--- src/rtl/mab_pkg.sv ---
package mab_pkg;
  localparam int PH_W = 3;
  typedef logic [PH_W-1:0] phase_t;

  localparam phase_t PH_START  = 3'd0;
  localparam phase_t PH_AS_ON  = 3'd1;
  localparam phase_t PH_AS_OFF = 3'd3;
  localparam phase_t PH_E_ON   = 3'd4;
  localparam phase_t PH_LAST   = 3'd7;

  typedef struct packed {
    logic act;
    logic rd;
  } cyc_t;
endpackage

--- src/rtl/mab_rst_sync.sv ---
module mab_rst_sync #(
  parameter int STAGES = 2
) (
  input  logic clk,
  input  logic arst_n,
  output logic rst_n_o
);
  logic [STAGES-1:0] sh_q;

  always_ff @(posedge clk or negedge arst_n) begin
    if (!arst_n) sh_q <= '0;
    else         sh_q <= {sh_q[STAGES-2:0], 1'b1};
  end

  assign rst_n_o = sh_q[STAGES-1];
endmodule

--- src/rtl/mab_phase_gen.sv ---
module mab_phase_gen
  import mab_pkg::*;
(
  input  logic   clk,
  input  logic   rst_n,
  output phase_t phase_o,
  output logic   first_o,
  output logic   last_o,
  output logic   e_o,
  output logic   as_o
);
  phase_t ph_q, ph_d;
  logic   e_q, e_d, as_q, as_d;

  always_comb begin
    ph_d = ph_q + 1'b1;
    e_d  = (ph_d >= PH_E_ON);
    as_d = (ph_d >= PH_AS_ON) && (ph_d < PH_AS_OFF);
  end

  always_ff @(posedge clk or negedge rst_n) begin
    if (!rst_n) begin
      ph_q <= PH_START;
      e_q  <= 1'b0;
      as_q <= 1'b0;
    end else begin
      ph_q <= ph_d;
      e_q  <= e_d;
      as_q <= as_d;
    end
  end

  assign phase_o = ph_q;
  assign first_o = (ph_q == PH_START);
  assign last_o  = (ph_q == PH_LAST);
  assign e_o     = e_q;
  assign as_o    = as_q;
endmodule

--- src/rtl/mab_cycle_ctl.sv ---
module mab_cycle_ctl
  import mab_pkg::*;
#(
  parameter int AW = 16,
  parameter int DW = 8
) (
  input  logic          clk,
  input  logic          rst_n,
  input  logic          first_i,
  input  logic          last_i,
  input  logic          req_i,
  input  logic          rw_i,
  input  logic [AW-1:0] addr_i,
  input  logic [DW-1:0] wdata_i,
  output cyc_t          cyc_o,
  output logic [AW-1:0] addr_o,
  output logic [DW-1:0] wdata_o,
  output logic          accept_o,
  output logic          done_o
);
  cyc_t          cyc_q, cyc_d;
  logic [AW-1:0] addr_q;
  logic [DW-1:0] wd_q;
  logic          acc_q, done_q, acc_d, done_d;
  logic          load, cyc_en;

  always_comb begin
    load   = first_i & req_i;
    cyc_en = first_i;
    cyc_d  = cyc_q;
    if (load) begin
      cyc_d.act = 1'b1;
      cyc_d.rd  = rw_i;
    end else begin
      cyc_d.act = 1'b0;
      cyc_d.rd  = 1'b1;
    end
    acc_d  = load;
    done_d = last_i & cyc_q.act;
  end

  always_ff @(posedge clk or negedge rst_n) begin
    if (!rst_n) begin
      cyc_q  <= '{act: 1'b0, rd: 1'b1};
      addr_q <= '0;
      wd_q   <= '0;
      acc_q  <= 1'b0;
      done_q <= 1'b0;
    end else begin
      if (cyc_en) cyc_q <= cyc_d;
      if (load) begin
        addr_q <= addr_i;
        wd_q   <= wdata_i;
      end
      acc_q  <= acc_d;
      done_q <= done_d;
    end
  end

  assign cyc_o    = cyc_q;
  assign addr_o   = addr_q;
  assign wdata_o  = wd_q;
  assign accept_o = acc_q;
  assign done_o   = done_q;
endmodule

--- src/rtl/mab_bus_mux.sv ---
module mab_bus_mux
  import mab_pkg::*;
#(
  parameter int DW = 8
) (
  input  logic          clk,
  input  logic          rst_n,
  input  phase_t        phase_i,
  input  logic          last_i,
  input  cyc_t          cyc_i,
  input  logic [DW-1:0] addr_lo_i,
  input  logic [DW-1:0] wdata_i,
  input  logic [DW-1:0] ad_i,
  output logic [DW-1:0] ad_o,
  output logic          ad_oe_o,
  output logic [DW-1:0] rdata_o
);
  logic [DW-1:0] rd_q;
  logic          cap_en;

  always_comb begin
    ad_o    = '0;
    ad_oe_o = 1'b0;
    if (cyc_i.act) begin
      if ((phase_i >= PH_AS_ON) && (phase_i < PH_E_ON)) begin
        ad_oe_o = 1'b1;
        ad_o    = addr_lo_i;
      end else if (!cyc_i.rd) begin
        // data phase of a write, plus the hold clock after E falls
        ad_oe_o = 1'b1;
        ad_o    = wdata_i;
      end
    end
    cap_en = last_i & cyc_i.act & cyc_i.rd;
  end

  always_ff @(posedge clk or negedge rst_n) begin
    if (!rst_n)      rd_q <= '0;
    else if (cap_en) rd_q <= ad_i;
  end

  assign rdata_o = rd_q;
endmodule

--- src/rtl/mab_seq_top.sv ---
module mab_seq_top
  import mab_pkg::*;
#(
  parameter int AW = 16,
  parameter int DW = 8,
  parameter int SYNC_STAGES = 2
) (
  input  logic          clk,
  input  logic          arst_n,
  input  logic          req_i,
  input  logic          rw_i,
  input  logic [AW-1:0] addr_i,
  input  logic [DW-1:0] wdata_i,
  input  logic [DW-1:0] ad_i,
  output logic          e_o,
  output logic          as_o,
  output logic          rw_o,
  output logic [AW-DW-1:0] addr_hi_o,
  output logic [DW-1:0] ad_o,
  output logic          ad_oe_o,
  output logic [DW-1:0] rdata_o,
  output logic          done_o,
  output logic          accept_o
);
  logic          rst_n, first, last;
  phase_t        phase;
  cyc_t          cyc;
  logic [AW-1:0] addr_q;
  logic [DW-1:0] wd_q;

  mab_rst_sync #(.STAGES(SYNC_STAGES)) u_rst (
    .clk(clk), .arst_n(arst_n), .rst_n_o(rst_n)
  );

  mab_phase_gen u_ph (
    .clk(clk), .rst_n(rst_n), .phase_o(phase), .first_o(first),
    .last_o(last), .e_o(e_o), .as_o(as_o)
  );

  mab_cycle_ctl #(.AW(AW), .DW(DW)) u_ctl (
    .clk(clk), .rst_n(rst_n), .first_i(first), .last_i(last),
    .req_i(req_i), .rw_i(rw_i), .addr_i(addr_i), .wdata_i(wdata_i),
    .cyc_o(cyc), .addr_o(addr_q), .wdata_o(wd_q),
    .accept_o(accept_o), .done_o(done_o)
  );

  mab_bus_mux #(.DW(DW)) u_mux (
    .clk(clk), .rst_n(rst_n), .phase_i(phase), .last_i(last), .cyc_i(cyc),
    .addr_lo_i(addr_q[DW-1:0]), .wdata_i(wd_q), .ad_i(ad_i),
    .ad_o(ad_o), .ad_oe_o(ad_oe_o), .rdata_o(rdata_o)
  );

  assign rw_o      = cyc.act ? cyc.rd : 1'b1;
  assign addr_hi_o = addr_q[AW-1:DW];

  // E rises one clock after AS falls
  a_r3_as_then_e: assert property (@(posedge clk) disable iff (!rst_n)
    $fell(as_o) |=> $rose(e_o));
  // AS stays high for exactly two clocks
  a_r3_as_width: assert property (@(posedge clk) disable iff (!rst_n)
    $rose(as_o) |=> as_o ##1 !as_o);
  // accept comes with the rise of AS
  a_r4_accept_at_as: assert property (@(posedge clk) disable iff (!rst_n)
    accept_o |-> $rose(as_o));
  // a write drives the lines while E is high
  a_r7_write_drive: assert property (@(posedge clk) disable iff (!rst_n)
    (e_o && !rw_o) |-> ad_oe_o);
  // the lines are never driven while E is high and R/W reads
  a_r8_read_release: assert property (@(posedge clk) disable iff (!rst_n)
    (e_o && rw_o) |-> !ad_oe_o);
  // done appears only in the clock after E falls
  a_r9_done_at_efall: assert property (@(posedge clk) disable iff (!rst_n)
    done_o |-> $fell(e_o));
endmodule

--- config.mk ---
export PLATFORM = sky130hd
export DESIGN_NAME = mab_seq_top
export DESIGN_NICKNAME = d
export VERILOG_FILES = /design/src/rtl/mab_pkg.sv /design/src/rtl/mab_rst_sync.sv /design/src/rtl/mab_phase_gen.sv /design/src/rtl/mab_cycle_ctl.sv /design/src/rtl/mab_bus_mux.sv /design/src/rtl/mab_seq_top.sv
export SDC_FILE = /design/constraint.sdc
export NUM_CORES = 1
export LEC_CHECK = 0
export ABC_AREA = 1
export BUFFER_PORTS_ARGS = -buffer_cell sky130_fd_sc_hd__buf_2
export CORE_MARGIN = 3
export CORE_UTILIZATION = 50
export DETAILED_ROUTE_END_ITERATION = 12
export PLACE_DENSITY = 0.79
export REMOVE_ABC_BUFFERS = 1
export SYNTH_ARGS = -nofsm -noshare
export SYNTH_HDL_FRONTEND = slang
export SYNTH_HIERARCHICAL = 1
export SYNTH_SLANG_ARGS = --single-unit
--- constraint.sdc ---
create_clock -name clk -period 1.39 [get_ports clk]
set_input_delay 0.0695 -clock clk [delete_from_list [all_inputs] [get_ports clk]]
set_output_delay 0.0695 -clock clk [all_outputs]
set_load 0.02 [all_outputs]
==> impl_results.html, run 1 <==
<table>
<tr><th>Metric</th><th>Value</th></tr>
<tr><th colspan="2">Outcome</th></tr>
<tr><td>Status</td><td>complete, but fails checks</td></tr>
<tr><td>Violated checks</td><td>negative hold slack, negative setup slack</td></tr>
<tr><th colspan="2">STA</th></tr>
<tr><td>Setup skew after layout</td><td>0.00834 ns</td></tr>
<tr><td>Normalized max-slew margin</td><td>61.6%</td></tr>
<tr><td>Setup repair after global routing missed its margin</td><td>yes</td></tr>
<tr><td>Final Slew Violations</td><td>0</td></tr>
<tr><td>Fin crit period</td><td>1.53 ns</td></tr>
<tr><td>Number of endpoints with negative hold slack in the final report</td><td>2</td></tr>
<tr><td>Transition time at the pin with the least slew margin</td><td>0.577 ns</td></tr>
<tr><td>Setup violators final</td><td>35</td></tr>
<tr><td>Post-route clock period utilization</td><td>110%</td></tr>
<tr><td>Post-route worst setup slack</td><td>-0.137 ns</td></tr>
<tr><td>Maximum operating frequency</td><td>655 MHz</td></tr>
<tr><td>Post-Route Hold Slack</td><td>-0.00563 ns</td></tr>
<tr><th colspan="2">Die</th></tr>
<tr><td>Full die area</td><td>4750 sq um</td></tr>
<tr><td>Count of standard-cell rows</td><td>22</td></tr>
<tr><td>Die width</td><td>68.9 microns</td></tr>
<tr><td>Chip height</td><td>68.9 microns</td></tr>
<tr><td>Initial standard-cell utilization of the core</td><td>52.8%</td></tr>
<tr><td>I/O pin count</td><td>66</td></tr>
<tr><td>Area of the core</td><td>3740 sq um</td></tr>
<tr><th colspan="2">Cells and area</th></tr>
<tr><td>Antenna Diode Count</td><td>0</td></tr>
<tr><td>Non-filler cells in the finished layout</td><td>375</td></tr>
<tr><td>Most frequent standard cell in the layout excluding fill and tap cells</td><td>nand2_1</td></tr>
<tr><td>Layout overhead on the synthesized area</td><td>50.1%</td></tr>
<tr><td>Top library cells by usage in the layout, fill and taps aside</td><td>nand2_1, buf_2, dfrtp_1, nand3_1, nor2_1</td></tr>
<tr><td>Fraction of layout cells with a size suffix above 1</td><td>44.3%</td></tr>
<tr><td>Filler Cells Inserted</td><td>228</td></tr>
<tr><td>Net count, final</td><td>366</td></tr>
<tr><th colspan="2">Yosys</th></tr>
<tr><td>Mux share of post-synthesis cell area</td><td>0%</td></tr>
<tr><td>Share of synthesized area occupied by flip-flops and latches</td><td>53.2%</td></tr>
<tr><td>Top-area cell type share of the netlist area</td><td>51.9%</td></tr>
<tr><td>Post-synth cell types</td><td>18</td></tr>
<tr><td>Dominant combinational cell family by area after synthesis</td><td>simple AND/OR/NAND/NOR gates</td></tr>
<tr><td>Mean post-synth cell area</td><td>8.64 sq um</td></tr>
<tr><td>Flops &amp; latches, synth</td><td>42</td></tr>
<tr><td>Cell Area, Synth</td><td>1980 sq um</td></tr>
<tr><td>Arithmetic-cell share of the synthesized area counting full adders, half adders and majority gates</td><td>2.53%</td></tr>
<tr><td>Post-Syn Instances</td><td>229</td></tr>
<tr><td>Post-synthesis share of cell area spent on and, or, nand and nor gates</td><td>29.6%</td></tr>
<tr><td>Xor/xnor share of the synthesized area</td><td>0%</td></tr>
<tr><td>Total of warnings raised by yosys</td><td>6</td></tr>
<tr><td>Yosys top cell by area</td><td>dfrtp_1</td></tr>
<tr><td>Compound-Gate Fraction of Synth Area</td><td>4.62%</td></tr>
<tr><td>Top post-synthesis cells by area</td><td>dfrtp_1, nand2_1, nand3_1</td></tr>
<tr><th colspan="2">Worst setup path</th></tr>
<tr><td>Worst setup SP type</td><td>register</td></tr>
<tr><td>Critical path data required time</td><td>1.32 ns</td></tr>
<tr><td>Highest fanout seen on the critical path</td><td>13</td></tr>
<tr><td>Type of destination of the critical path</td><td>output pin</td></tr>
<tr><td>Critical Setup Path Class</td><td>register to output pin</td></tr>
<tr><td>Worst Path Arrival</td><td>1.46 ns</td></tr>
<tr><th colspan="2">Global route</th></tr>
<tr><td>Wire length of the first global-routing pass</td><td>6990 microns</td></tr>
<tr><td>Largest net degree at the start of global routing</td><td>28</td></tr>
<tr><td>Aggregate global routing overflow</td><td>0</td></tr>
<tr><td>Initial antenna violation count</td><td>0</td></tr>
<tr><td>Number of global-route vias before repair</td><td>1,610</td></tr>
<tr><td>Overall fraction of global-route tracks in use</td><td>20.3%</td></tr>
<tr><th colspan="2">Power and ir drop</th></tr>
<tr><td>Worst vdd ir</td><td>803 uV</td></tr>
<tr><td>Leakage Power</td><td>1.65 nW</td></tr>
<tr><td>Pwr dens</td><td>1020 nW/um^2</td></tr>
<tr><th colspan="2">Clocking</th></tr>
<tr><td>Buffer levels on the longest clock path</td><td>2</td></tr>
<tr><td>Root buffer cell</td><td>clkbuf_8</td></tr>
<tr><td>Clk sinks</td><td>42</td></tr>
<tr><td>TritonCTS clock tree</td><td>done</td></tr>
<tr><td>Maximum level of the CTS H-tree</td><td>2</td></tr>
<tr><td>Skew-Pair Late Insertion Delay</td><td>0.30 ns</td></tr>
<tr><td>Clock transition at the register clock pins on the worst setup and hold paths after CTS</td><td>0.08 ns</td></tr>
<tr><td>TritonCTS Buffers</td><td>5</td></tr>
<tr><th colspan="2">Placed design</th></tr>
<tr><td>HPWL after detailed placement</td><td>2950 microns</td></tr>
<tr><td>Final weighted congestion in routability-driven placement</td><td>0.778</td></tr>
<tr><td>Port Buffers</td><td>65</td></tr>
<tr><td>Number of placed instances, taps included</td><td>340</td></tr>
<tr><th colspan="2">Min path</th></tr>
<tr><td>Classification of the worst-slack hold path</td><td>input pin to register</td></tr>
<tr><th colspan="2">Drt</th></tr>
<tr><td>Routed vias/inst</td><td>5.05</td></tr>
<tr><td>Number of DRC violations after detailed-routing iteration 0</td><td>118</td></tr>
<tr><td>Total number of vias</td><td>1,892</td></tr>
<tr><td>Total wire length after detailed routing</td><td>5420 microns</td></tr>
<tr><td>Per-cell routed wire length</td><td>14.5 microns</td></tr>
<tr><td>Remaining routing DRC violations</td><td>0</td></tr>
<tr><td>First-pass iteration count of the detailed router</td><td>5</td></tr>
<tr><td>Final ANT Viol Nets</td><td>0</td></tr>
<tr><th colspan="2">Run</th></tr>
<tr><td>Max-capacitance violation count</td><td>0</td></tr>
</table>
[cells in the mapped netlist]
cell type  count
a21boi_0       1
buf_4          7
buf_6          5
conb_1         1
dfrtp_1       41
dfstp_2        1
ha_1           4
inv_1         22
inv_2          1
nand2_1       79
nand2_2        3
nand2_8        1
nand3_1       24
nand3_4        1
nand3b_1       2
nor2_1        26
o21ai_0        1
o21ai_2        9
[power breakdown]
group / total [mW] / internal, mW / switching (mW)
clock network: 1.18 / 0.766 / 0.412
logic: 0.443 / 0.186 / 0.256
registers: 1.39 / 1.32 / 0.0740
total: 3.01 / 2.27 / 0.742
[per-layer routing]
metal	GRT usage [%]	up-vias	wire length, microns
met1	23.6	875	2130
li1	-	905	-
met2	35.1	98	2740
met5	0	-	0
met3	5.67	14	407
met4	8.03	0	146
[metrics by stage]
stage               worst slack [ns]  power [mW]  TNS, ns  cell area (sq um)  utilization, %
floorplan                     -0.803        1.61   -21.50               1870               -
global placement              0.0588        1.77        0               2370            63.3
detailed placement            0.0229        1.78        0               2370            63.3
CTS                           -0.128        2.98    -2.91               2670            71.4
global route                  -0.188        3.13    -4.77               2970            79.3
finish                        -0.137        3.01    -3.19               2970            79.3
[cell families after synthesis]
kind of cell             count (synthesis)
flip-flops                              42
AND/OR/NAND/NOR                        136
buffers and inverters                   35
adder cells (fa/ha/maj)                  4
AO/OA/AOI/OAI                           11
other                                    1
[path summary, 6_finish.rpt]
kind	startpoint	to	slack, ns	cells past startpoint
max	u_ph/phase_o[1]$_DFF_PN0_	ad_o[6]	-0.14	7
max in group asynchronous	u_rst/sh_q[1]$_DFF_PN0_	u_ph/e_o$_DFF_PN0_	0.67	1
min	addr_i[12]	u_ctl/addr_o[12]$_DFFE_PN0P_	-0.006	3
min in group asynchronous	arst_n	u_rst/sh_q[0]$_DFF_PN0_	0.08	2
max reg2reg	u_ph/phase_o[1]$_DFF_PN0_	u_ctl/addr_o[11]$_DFFE_PN0P_	-0.13	9
min reg2reg	u_rst/sh_q[1]$_DFF_PN0_	u_ctl/wdata_o[2]$_DFFE_PN0P_	0.19	0
[flip-flops by register name, summed over array words and instances, names as in the netlist]
register	flops
u_ph/phase_o	2
u_ph/as_o	1
u_ctl/accept_o	1
u_ctl/wdata_o	8
u_ctl/cyc_o	2
u_ph/e_o	1
u_mux/rdata_o	8
u_ctl/done_o	1
u_rst/sh_q	2
u_ctl/addr_o	16
[repair_timing]
item                       CTS  global route
hold buffers                 9             2
resized for setup           11            43
buffers inserted             5             5
setup endpoints to repair    9            45
hold endpoints to repair    10             2
cloned                       0             6
pin swaps                    4            17
[worst max-delay path, cell delays in order, from the launching register on]
cell and delay, ns:
dfrtp_1 0.40, buf_6 0.14, o21ai_4 0.16, buf_12 0.15
nand2_1 0.05, nand2_1 0.06, nor2_1 0.05, buf_4 0.15
[final cells by class]
type,count,area (sq um),share of cell area (%)
Sequential cell,42,1050,35.5
Multi-Input combinational cell,156,900,30.3
Timing Repair Buffer,98,721,24.3
Inverter,23,91.3,3.08
Clock buffer,6,82.6,2.78
Clock inverter,2,60.1,2.02
Tap cell,48,60.1,2.02
Power figures use the tool's default switching activity.
==> run 2, diff against run 1 <==
--- a/config.mk
+++ b/config.mk
@@ -9,6 +9,7 @@
 export BUFFER_PORTS_ARGS = -buffer_cell sky130_fd_sc_hd__buf_2
 export CORE_MARGIN = 3
 export CORE_UTILIZATION = 50
+export CTS_BUF_LIST = sky130_fd_sc_hd__clkbuf_16
 export DETAILED_ROUTE_END_ITERATION = 12
 export PLACE_DENSITY = 0.79
 export REMOVE_ABC_BUFFERS = 1
==> run 2 against run 1 <==
Compared with the run above: critical endpoint is now u_ctl/addr_o[0]$_DFFE_PN0P_; global-route usage is 0.40 points higher; via count is 4.1% lower; sequential share of layout area is 1.4 points higher; non-clock buffer count is 14 lower; cell count is 3.7% lower; clock power is 25% higher; worst setup slack better by 0.0080 ns; the flow finishes with violations (negative setup slack).
==> impl_results.html, run 2 (synthesized netlist as in run 1, its figures left out) <==
<table>
<tr><th>Metric</th><th>Value</th></tr>
<tr><th colspan="2">Outcome</th></tr>
<tr><td>Status</td><td>complete, but fails checks</td></tr>
<tr><td>Violated checks</td><td>negative setup slack</td></tr>
<tr><th colspan="2">Cells and area</th></tr>
<tr><td>Fraction of layout cells with a size suffix above 1</td><td>45.0%</td></tr>
<tr><td>Net count, final</td><td>352</td></tr>
<tr><td>Layout overhead on the synthesized area</td><td>44.5%</td></tr>
<tr><td>Final cell utilization of the core</td><td>76.4%</td></tr>
<tr><td>Non-filler cells in the finished layout</td><td>361</td></tr>
<tr><td>Most frequent standard cell in the layout excluding fill and tap cells</td><td>nand2_1</td></tr>
<tr><td>Antenna Diode Count</td><td>0</td></tr>
<tr><td>Top library cells by usage in the layout, fill and taps aside</td><td>nand2_1, buf_2, dfrtp_1, nand3_1, nor2_1</td></tr>
<tr><td>Filler Cells Inserted</td><td>251</td></tr>
<tr><td>Max reg flops</td><td>16</td></tr>
<tr><th colspan="2">Worst setup path</th></tr>
<tr><td>Buffers &amp; Inverters on Critical Path</td><td>4</td></tr>
<tr><td>Crit path cell chain</td><td>buf_4 &gt; inv_2 &gt; ha_2 &gt; inv_1 &gt; nor2_4 &gt; clkbuf_16 &gt; nand2_8 &gt; nand2_2 &gt; nand2_1</td></tr>
<tr><td>Critical path data required time</td><td>1.56 ns</td></tr>
<tr><td>Worst setup SP type</td><td>register</td></tr>
<tr><td>Cell family with the largest share of critical-path delay</td><td>buffers and inverters</td></tr>
<tr><td>Type of destination of the critical path</td><td>register</td></tr>
<tr><td>Critical Setup Path Class</td><td>register to register</td></tr>
<tr><td>Highest fanout seen on the critical path</td><td>7</td></tr>
<tr><td>Worst Path Arrival</td><td>1.69 ns</td></tr>
<tr><td>Crit-path slowest cell</td><td>dfrtp_1</td></tr>
<tr><td>Longest individual stage delay on the worst path</td><td>0.39 ns</td></tr>
<tr><th colspan="2">Placed design</th></tr>
<tr><td>Port Buffers</td><td>65</td></tr>
<tr><td>Final weighted congestion in routability-driven placement</td><td>0.778</td></tr>
<tr><td>Number of placed instances, taps included</td><td>340</td></tr>
<tr><td>HPWL after detailed placement</td><td>2950 microns</td></tr>
<tr><td>Setup WS pre-CTS</td><td>0.0229 ns</td></tr>
<tr><th colspan="2">STA</th></tr>
<tr><td>Setup repair after global routing missed its margin</td><td>yes</td></tr>
<tr><td>Transition time at the pin with the least slew margin</td><td>0.628 ns</td></tr>
<tr><td>Post-Route Hold Slack</td><td>0.00775 ns</td></tr>
<tr><td>Fin Setup TNS</td><td>-3.04 ns</td></tr>
<tr><td>Setup violators final</td><td>35</td></tr>
<tr><td>Setup skew after layout</td><td>0.00492 ns</td></tr>
<tr><td>Maximum operating frequency</td><td>658 MHz</td></tr>
<tr><td>Number of endpoints with negative hold slack in the final report</td><td>0</td></tr>
<tr><td>Post-route clock period utilization</td><td>109%</td></tr>
<tr><td>Final Slew Violations</td><td>0</td></tr>
<tr><td>Post-route worst setup slack</td><td>-0.129 ns</td></tr>
<tr><td>Fin crit period</td><td>1.52 ns</td></tr>
<tr><td>Normalized max-slew margin</td><td>58.1%</td></tr>
<tr><th colspan="2">Power and ir drop</th></tr>
<tr><td>Worst vdd ir</td><td>1300 uV</td></tr>
<tr><td>Leakage Power</td><td>1.61 nW</td></tr>
<tr><td>Pwr dens</td><td>1150 nW/um^2</td></tr>
<tr><th colspan="2">Clocking</th></tr>
<tr><td>TritonCTS clock tree</td><td>done</td></tr>
<tr><td>Clock transition at the register clock pins on the worst setup and hold paths after CTS</td><td>0.06 ns</td></tr>
<tr><td>TritonCTS Buffers</td><td>5</td></tr>
<tr><td>Root buffer cell</td><td>clkbuf_16</td></tr>
<tr><td>Maximum level of the CTS H-tree</td><td>2</td></tr>
<tr><td>Skew-Pair Late Insertion Delay</td><td>0.29 ns</td></tr>
<tr><td>Buffer levels on the longest clock path</td><td>2</td></tr>
<tr><td>Clk sinks</td><td>42</td></tr>
<tr><th colspan="2">Global route</th></tr>
<tr><td>Overall fraction of global-route tracks in use</td><td>20.7%</td></tr>
<tr><td>Largest net degree at the start of global routing</td><td>19</td></tr>
<tr><td>Number of global-route vias before repair</td><td>1,555</td></tr>
<tr><td>Aggregate global routing overflow</td><td>0</td></tr>
<tr><td>Initial antenna violation count</td><td>0</td></tr>
<tr><td>Wire length of the first global-routing pass</td><td>6950 microns</td></tr>
<tr><th colspan="2">Die</th></tr>
<tr><td>Count of standard-cell rows</td><td>22</td></tr>
<tr><td>I/O pin count</td><td>66</td></tr>
<tr><td>Die width</td><td>68.9 microns</td></tr>
<tr><td>Initial standard-cell utilization of the core</td><td>52.8%</td></tr>
<tr><td>Chip height</td><td>68.9 microns</td></tr>
<tr><td>Area of the core</td><td>3740 sq um</td></tr>
<tr><td>Full die area</td><td>4750 sq um</td></tr>
<tr><th colspan="2">Drt</th></tr>
<tr><td>Remaining routing DRC violations</td><td>0</td></tr>
<tr><td>Final ANT Viol Nets</td><td>0</td></tr>
<tr><td>First-pass iteration count of the detailed router</td><td>6</td></tr>
<tr><td>Total wire length after detailed routing</td><td>5010 microns</td></tr>
<tr><td>Number of DRC violations after detailed-routing iteration 0</td><td>147</td></tr>
<tr><td>Per-cell routed wire length</td><td>13.9 microns</td></tr>
<tr><td>Total number of vias</td><td>1,815</td></tr>
<tr><td>Routed vias/inst</td><td>5.03</td></tr>
<tr><th colspan="2">Run</th></tr>
<tr><td>Max-capacitance violation count</td><td>0</td></tr>
<tr><th colspan="2">Min path</th></tr>
<tr><td>Classification of the worst-slack hold path</td><td>input pin to register</td></tr>
</table>
==> run 2: cell count changes in the layout (fill, tap and decap cells not counted), moves of 3 or more <==
cell,delta
dlygate4sd3_1,-10
buf_4,-3
clkbuf_8,-6
buf_6,-4
clkbuf_16,+5
==> run 2: where the power goes <==
| part | total (mW) | switching [mW] | internal, mW | leakage [nW] |
|---|---|---|---|---|
| combinational | 0.408 | 0.245 | 0.163 | 1.00 |
| sequential | 1.40 | 0.0768 | 1.32 | 0.515 |
| clock | 1.48 | 0.454 | 1.02 | 0.0915 |
| total | 3.28 | 0.776 | 2.51 | 1.61 |
==> run 2: layout make-up <==
cell class                      count  area, sq um  share of cell area, %
Inverter                           23         88.8                   3.11
Tap cell                           48         60.1                   2.10
Clock inverter                      3         63.8                   2.23
Clock buffer                        5          125                   4.38
Timing Repair Buffer               84          588                   20.6
Sequential cell                    42         1060                   36.9
Multi-Input combinational cell    156          877                   30.7
==> run 2: worst min-delay path: stages <==
cell and delay (ns):
buf_2 0.08, nand3_1 0.07, nand2_1 0.05
==> run 2: worst paths after layout <==
check,to,depth (start not counted),start,slack [ns]
max,u_ctl/addr_o[0]$_DFFE_PN0P_,9,u_ph/phase_o[1]$_DFF_PN0_,-0.13
min,u_ctl/addr_o[12]$_DFFE_PN0P_,3,addr_i[12],0.008
max reg2reg,u_ctl/addr_o[0]$_DFFE_PN0P_,9,u_ph/phase_o[1]$_DFF_PN0_,-0.13
min reg2reg,u_ctl/addr_o[3]$_DFFE_PN0P_,0,u_rst/sh_q[1]$_DFF_PN0_,0.19
max in group asynchronous,u_ph/e_o$_DFF_PN0_,1,u_rst/sh_q[1]$_DFF_PN0_,0.67
min in group asynchronous,u_rst/sh_q[0]$_DFF_PN0_,2,arst_n,0.09
==> run 2: timing repair <==
item	in CTS	in global routing
gates cloned	2	4
endpoints found under the hold margin	2	0
hold buffers	1	0
pin swaps	15	9
buffers inserted	6	0
setup endpoints to repair	10	44
resized for setup	22	30
==> run 2: through the flow <==
step	power, mW	instance area (sq um)
2_1_floorplan	1.61	1870
3_3_place_gp	1.77	2370
3_5_place_dp	1.78	2370
4_1_cts	3.27	2700
5_1_grt	3.42	2860
6_report	3.28	2860
==> run 2: metal layers <==
layer / global-route usage [%] / vias up / share of wire (%)
li1: - / 873 / -
met1: 24.4 / 831 / 39
met2: 33.2 / 95 / 48
met3: 8.43 / 16 / 9.9
met4: 8.76 / 0 / 2.2
met5: 0 / - / 0
